$ cat src/rtl/csel_pkg.sv
package csel_pkg;
  typedef enum logic [2:0] {
    OP_PASS  = 3'd0,
    OP_INC   = 3'd1,
    OP_INV   = 3'd2,
    OP_NEG   = 3'd3,
    OP_ZEQZ  = 3'd4,
    OP_ZNEZ  = 3'd5,
    OP_RSV6  = 3'd6,
    OP_RSV7  = 3'd7
  } csel_op_e;
endpackage

$ cat src/rtl/csel_xform.sv
// f(x): optional invert, then optional +1; negate is both
module csel_xform #(
  parameter int unsigned XLEN = 64
) (
  input  logic [XLEN-1:0] operand_i,
  input  logic            inv_i,
  input  logic            inc_i,
  output logic [XLEN-1:0] result_o
);
  logic [XLEN-1:0] inv_val;
  logic [XLEN-1:0] inc_val;

  assign inv_val  = inv_i ? ~operand_i : operand_i;
  assign inc_val  = {{(XLEN-1){1'b0}}, inc_i};
  assign result_o = inv_val + inc_val;
endmodule

$ cat src/rtl/csel_czero.sv
module csel_czero #(
  parameter int unsigned XLEN = 64
) (
  input  logic [XLEN-1:0] rs1_i,
  input  logic [XLEN-1:0] rs2_i,
  input  logic            zero_on_nz_i,
  output logic [XLEN-1:0] result_o
);
  logic rs2_is_zero;
  logic kill;

  assign rs2_is_zero = (rs2_i == '0);
  assign kill        = zero_on_nz_i ? !rs2_is_zero : rs2_is_zero;
  assign result_o    = kill ? '0 : rs1_i;
endmodule

$ cat src/rtl/csel_unit.sv
module csel_unit
  import csel_pkg::*;
#(
  parameter int unsigned XLEN = 64
) (
  input  logic            clk_i,
  input  logic            rst_ni,
  input  logic            valid_i,
  input  logic [2:0]      op_i,
  input  logic            cond_i,
  input  logic [XLEN-1:0] rs1_i,
  input  logic [XLEN-1:0] rs2_i,
  output logic            valid_o,
  output logic [XLEN-1:0] result_o
);
  csel_op_e        op;
  logic [XLEN-1:0] xform_res;
  logic [XLEN-1:0] czero_res;
  logic [XLEN-1:0] next_res;
  logic            res_q_en;

  assign op       = csel_op_e'(op_i);
  assign res_q_en = valid_i;

  csel_xform #(.XLEN(XLEN)) u_xform (
    .operand_i (rs2_i),
    .inv_i     (op_i[1]),
    .inc_i     (op_i[0]),
    .result_o  (xform_res)
  );

  csel_czero #(.XLEN(XLEN)) u_czero (
    .rs1_i        (rs1_i),
    .rs2_i        (rs2_i),
    .zero_on_nz_i (op_i[0]),
    .result_o     (czero_res)
  );

  always_comb begin
    unique case (op)
      OP_PASS, OP_INC, OP_INV, OP_NEG: next_res = cond_i ? rs1_i : xform_res;
      OP_ZEQZ, OP_ZNEZ:                next_res = czero_res;
      default:                         next_res = '0;
    endcase
  end

  always_ff @(posedge clk_i or negedge rst_ni) begin
    if (!rst_ni) begin
      valid_o  <= 1'b0;
      result_o <= '0;
    end else begin
      valid_o <= valid_i;
      if (res_q_en) result_o <= next_res;
    end
  end
endmodule

$ cat config.mk
export PLATFORM = sky130hd
export DESIGN_NAME = csel_unit
export DESIGN_NICKNAME = d
export VERILOG_FILES = /design/src/rtl/csel_pkg.sv /design/src/rtl/csel_xform.sv /design/src/rtl/csel_czero.sv /design/src/rtl/csel_unit.sv
export SDC_FILE = /design/constraint.sdc
export NUM_CORES = 1
export LEC_CHECK = 0
export CAP_MARGIN = 15
export CORE_ASPECT_RATIO = 2
export CORE_MARGIN = 5
export CORE_UTILIZATION = 23
export CTS_CLUSTER_DIAMETER = 50
export CTS_CLUSTER_SIZE = 14
export DETAILED_ROUTE_END_ITERATION = 7
export PLACE_DENSITY = 0.56
export SETUP_SLACK_MARGIN = 0.1
export SLEW_MARGIN = 20
export SYNTH_ARGS = -nofsm -noshare
export SYNTH_HDL_FRONTEND = slang
export SYNTH_SLANG_ARGS = --single-unit
$ cat constraint.sdc
create_clock -name clk_i -period 1 [get_ports clk_i]
set_clock_uncertainty 0.2 [all_clocks]
set_input_delay 0.2 -clock clk_i [delete_from_list [all_inputs] [get_ports clk_i]]
set_output_delay 0.2 -clock clk_i [all_outputs]
set_load 0.01 [all_outputs]
== Yosys cells after proc, flatten, opt, wreduce, memory -nomap -nowiden ==
Cells that the tools add are included.

* Register bits: 65
* Bits in latches: 0
* RAM bits: 0
* ROM bits: 0
* Input port bits: 135
* Output and inout port bits: 65
* Logic and storage cells: 19
* Memories: 0

* $add $sub $neg: 1
* Multiply operators: 0
* Div/mod/pow operators: 0
* Magnitude comparators: 0
* Eq/ne operators: 5
* Shift-type cells: 0
* Mux-type cells: 5
* Bitwise logic cells: 1
* Reductions and logical operators: 5

{| class="wikitable"
|+ Operator list
! operator !! count
|-
| 64-bit 2-to-1 mux || 3
|-
| 64-bit one-hot mux with 2 select lines || 1
|-
| 64-bit by 1-bit adder with 64-bit output || 1
|-
| 64-bit logical NOT || 1
|-
| 64-bit inverter || 1
|-
| 3-bit by 2-bit equality test with 1-bit output (second input constant) || 2
|-
| 3-bit equality test (second input constant) || 2
|-
| 4-bit OR reduction || 1
|-
| 3-bit by 1-bit equality test with 1-bit output (second input constant) || 1
|-
| 3-bit logical NOT || 1
|-
| 2-bit OR reduction || 1
|-
| 1-bit logical NOT || 1
|-
| 1-bit 2-to-1 mux || 1
|}

== Depth between registers and ports, before layout ==
* Word-level depth: 5
* Depth in mapped cells: 16
* Gate-level depth less buffers: 9

== By module ==
From an unflattened synthesis, not the netlist that was laid out.

* Cell total of the unflattened synthesis: 1046
* Area total of the unflattened synthesis: 8624.5 um^2

{| class="wikitable"
|+ By module, submodules not included
! module !! times used !! cells each !! area each (um^2) !! sequential area each (um^2)
|-
| csel_unit || 1 || 363 || 3895.0 || 1626.6
|-
| csel_xform || 1 || 449 || 3120.5 || 0.0
|-
| csel_czero || 1 || 234 || 1609.0 || 0.0
|}

== Worst setup path after synthesis ==
No wires, ideal clock.

* Path kind: input -> register
* Start: input op_i[1]
* End: register result_o[55]
* Setup time: 0.126 ns
* Arrival: 3.499 ns
* Setup slack: -2.825 ns
* Cell stages on the path: 15
* Cell sequence: buf_2 buf_2 clkbuf_1 buf_2 buf_1 buf_2 xor2_1 ha_1 clkbuf_1 o21ai_0 nor4_2 nand3_1 nor4b_2 xnor2_1 a221o_1

* Longest elaborated chain between the ends: 4

{| class="wikitable"
|+ RTL lines
! element !! line !! source
|-
| start: declaration || csel_unit.sv:9 || <nowiki>input logic [2:0] op_i,</nowiki>
|-
| 64-bit 2-to-1 mux || csel_xform.sv:13 || <nowiki>assign inv_val = inv_i ? ~operand_i : operand_i;</nowiki>
|-
| 64-bit by 1-bit adder with 64-bit output || csel_xform.sv:15 || <nowiki>assign result_o = inv_val + inc_val;</nowiki>
|-
| 64-bit 2-to-1 mux || csel_unit.sv:41 || <nowiki>OP_PASS, OP_INC, OP_INV, OP_NEG: next_res = cond_i ? rs1_i : xform_res;</nowiki>
|-
| 64-bit one-hot mux with 2 select lines (*) || csel_unit.sv:40 || <nowiki>unique case (op)</nowiki>
|-
| end signal: assignment || csel_unit.sv:53 || <nowiki>if (res_q_en) result_o <= next_res;</nowiki>
|-
| end: declaration || csel_unit.sv:14 || <nowiki>output logic [XLEN-1:0] result_o</nowiki>
|}

Every way passes the cells marked *; elsewhere a longest branch is shown, timed or not.
A chain may end at the register's enable or synchronous reset.

== Worst setup path after layout ==
* Start: input rs2_i[46]
* End: register result_o[30]

* Longest elaborated chain between the ends: 5

{| class="wikitable"
|+ RTL lines
! element !! line !! source
|-
| start: declaration || csel_unit.sv:12 || <nowiki>input logic [XLEN-1:0] rs2_i,</nowiki>
|-
| 64-bit logical NOT (*) || csel_czero.sv:12 || <nowiki>assign rs2_is_zero = (rs2_i == '0);</nowiki>
|-
| 1-bit logical NOT || csel_czero.sv:13 || <nowiki>assign kill = zero_on_nz_i ? !rs2_is_zero : rs2_is_zero;</nowiki>
|-
| 1-bit 2-to-1 mux (*) || csel_czero.sv:13 ||
|-
| 64-bit 2-to-1 mux (*) || csel_czero.sv:14 || <nowiki>assign result_o = kill ? '0 : rs1_i;</nowiki>
|-
| 64-bit one-hot mux with 2 select lines (*) || csel_unit.sv:40 ||
|}

Marks and branches as above.

==> run_results.csv <==
group,metric,value,unit
run_status,outcome,"finished, violations left",
run_status,violations,"negative setup slack",
routing,vias,8564,
placed_design,gp_congestion,0.9720,
routing,routed_wl,35.94,mm
power,p_leak,0.005647,uW
power,clkPwrFrac,31.7,%
critical_path,worst_ep_arrival_time,2.63,ns
sta,worst_pin_slew,0.6836,ns
clocking,clk_latency,0.34,ns
critical_path,worstSetupPathType,"input port to flip-flop",
layout,final_area,13090,um^2
global_route,gr-usage-met3,2.821,%
critical_path,slowest_stage,"or4b_4",
clocking,clkSinkCount,65,
global_route,busiest_layer,"met2",
yosys,synth_cell_type_count,76,
yosys,synthFlopType,"dfrtp_1",
sta,hold_ws,0.1489,ns
global_route,grt_usage,21.49,%
yosys,avgSynthCellArea,8.063,um^2
global_route,use_met1,26.54,%
routing,drc,0,
clocking,clockRootBuffer,"clkbuf_16",
layout,fin_nets,1450,
layout,fillerInstances,2735,
sta,drv_slew,0,
power,ir_worst_vdd,745.1,uV
die,core_region_area,27980,um^2
die,chipWidth,128.7,um
routing,antenna_left,0,
power,sequentialPowerShare,26.1,%
critical_path,crit_path_frequent_cell,"buf_6",
sta,rsz0062_at_grt,"yes",
power,intPower,8153,uW
global_route,grt_pass1_vias,8814,
yosys,synth_cells,804,
yosys,synth_seq_area_share,25.09,%
yosys,syn_nets,941,
critical_path,worstPathCellList,"buf_6, or3_4, or4b_4, nor3_4, buf_4, buf_6, a21boi_4, o32ai_4, buf_6, buf_12, and3_4, a221o_1",
yosys,synthArstFlopShare,100.0,%
layout,layout_commonest_cell,"buf_4",
yosys,synth_area,6482,um^2
yosys,yosys_warnings,0,
layout,final_core_util,46.80,%
clocking,numCtsBuffers,9,
sta,hold_violations,0,
layout,syn_to_final_growth,102.0,%
routing,first_pass_iters,5,
power,combPwrFrac,42.2,%
layout,final_cell_mix,"buf_4, clkdlybuf4s50_1, xnor2_1",
global_route,grt_max_degree,46,
die,io_pins,200,
global_route,antenna_found_initial,0,
critical_path,cp_max_fo,5,
critical_path,end_kind,"flip-flop",
placed_design,placed_area,11230,um^2
power,p_per_area,913.7,nW/um^2
die,design.die.area,31850,um^2
critical_path,required,1.08,ns
critical_path,critPathMaxStageDelay,0.56,ns
clocking,cts_tree,"built",
sta,period_share,255.2,%
routing,wl_per_cell,21.47,um
die,std_cell_rows,87,
placed_design,dp_slack,-2.431,ns
sta,max_freq,0.3918,GHz
layout,antenna_cells,0,
yosys,ys_seq_elements,65,
yosys,synth_edf_count,0,
placed_design,dp.final_hpwl,28.32,mm
global_route,grt.overflow.total,0,
clocking,cts_htree_levels,3,
global_route,grt_pass1_wl,52.35,mm
clocking,clock_path_buffers,2,
layout,drive_gt1_share,49.85,%
layout,seq_area,1627,um^2
sta,slew_headroom,54.10,%
sta,min_period,2.552,ns
layout,multi_input_area,5756,um^2
placed_design,io_buffers,199,
die,die-height,247.4,um
critical_path,crit_path_start_kind,"input port",
sta,setup_ws,-1.552,ns
global_route,use_met2,36.72,%
routing,first_iter_violations,532,
job,drv_cap,0,
hold_path,hold_class,"input port to flip-flop",
power,p_sw,3811,uW
routing,via_per_inst,5.116,
placed_design,dpl.cell_count,1591,
die,start_util,23.17,%
clocking,cts.clk_slew.worst_paths,0.06,ns
layout,final_cells,1674,
power,switching_share,31.85,%
sta,setup_viol,129,
[cells by family (layout without fill, tap and decap cells)]
family / count (synthesis) / count (layout) / synth area share [%]
xor gates and xnor gates: 98 / 98 / 13.24
muxes: 27 / 27 / 4.285
and+or+nand+nor: 335 / 335 / 30.38
buffers and inverters: 82 / 596 / 5.057
AOI/OAI and AO/OA: 195 / 195 / 21.56
DFF: 65 / 65 / 25.09
adders and majority gates: 2 / 2 / 0.3860
[power groups by stage]
stage	clock network, uW	registers, uW	logic [uW]
final	3790	3120	5050
after global routing	3950	3150	5370
after CTS	3850	3110	4740
after detailed placement	0	3150	4370
after global placement	0	3150	4330
after floorplan	0	3270	1600
[registers in the layout (all words and copies together), names as in the netlist]
name / count
result_o: 64
valid_o: 1
[cells in the mapped netlist, types with 13 or more instances]
cell type	instances	area, um^2
a21oi_1	43	215.2
a221o_1	21	210.2
a31oi_1	15	93.84
and3_1	23	143.9
buf_2	13	65.06
clkbuf_1	49	183.9
dfrtp_1	65	1627
mux2i_1	21	210.2
nand2_1	46	172.7
nand2b_1	18	112.6
nand3_1	29	145.1
nand3b_1	14	105.1
nand4_1	13	81.33
nor2_1	65	244.0
nor3_1	19	95.09
nor4_1	23	143.9
o21ai_0	31	155.2
o22ai_1	13	81.33
xnor2_1	75	656.9
xor2_1	23	201.4
[metal layers]
layer / vias to the layer above / part of all wire [%]
li1: 4059 / -
met1: 4156 / 41
met2: 294 / 50
met3: 55 / 5.1
met4: 0 / 4.6
met5: - / 0
[layout make-up]
class	instances	share of cell area, %
Clock buffer	10	1.825
Timing Repair Buffer	567	37.14
Clock inverter	6	0.8791
Inverter	13	0.3727
Multi-Input combinational cell	657	43.96
Tap cell	356	3.402
Sequential cell	65	12.42
[through the flow]
| step | power [uW] | setup TNS (ns) |
|---|---|---|
| 3_5_place_dp | 7526 | -159.14 |
| 3_3_place_gp | 7488 | -155.82 |
| 6_report | 11960 | -112.15 |
| 2_1_floorplan | 4866 | -103.38 |
| 5_1_grt | 12470 | -118.45 |
| 4_1_cts | 11700 | -115.82 |
[worst paths after layout]
kind / from / to / slack [ns] / depth (start not counted)
max reg2reg: result_o[31] / result_o[31] / -0.29 / 3
min in group asynchronous: rst_ni / result_o[56] / 0.27 / 3
max: rs2_i[46] / result_o[30] / -1.55 / 12
min: valid_i / valid_o / 0.15 / 2
max in group asynchronous: rst_ni / result_o[26] / 0.14 / 3
min reg2reg: result_o[59] / result_o[59] / 0.32 / 1
[critical path, delay by kind of cell]
kind            cells  cell delay (ns)
compound gates      3             0.42
simple gates        4             1.31
buf+inv             5             0.69
[repair_timing]
item / in CTS / in global routing
gates resized for setup: 513 / 101
gates cloned: 8 / 1
pin swaps: 76 / 67
hold buffers: 1 / 0
buffers inserted: 45 / 17
endpoints found under the hold margin: 65 / 0
endpoints found under the setup margin: 129 / 160
No activity file was read; power rests on OpenSTA's default activity.
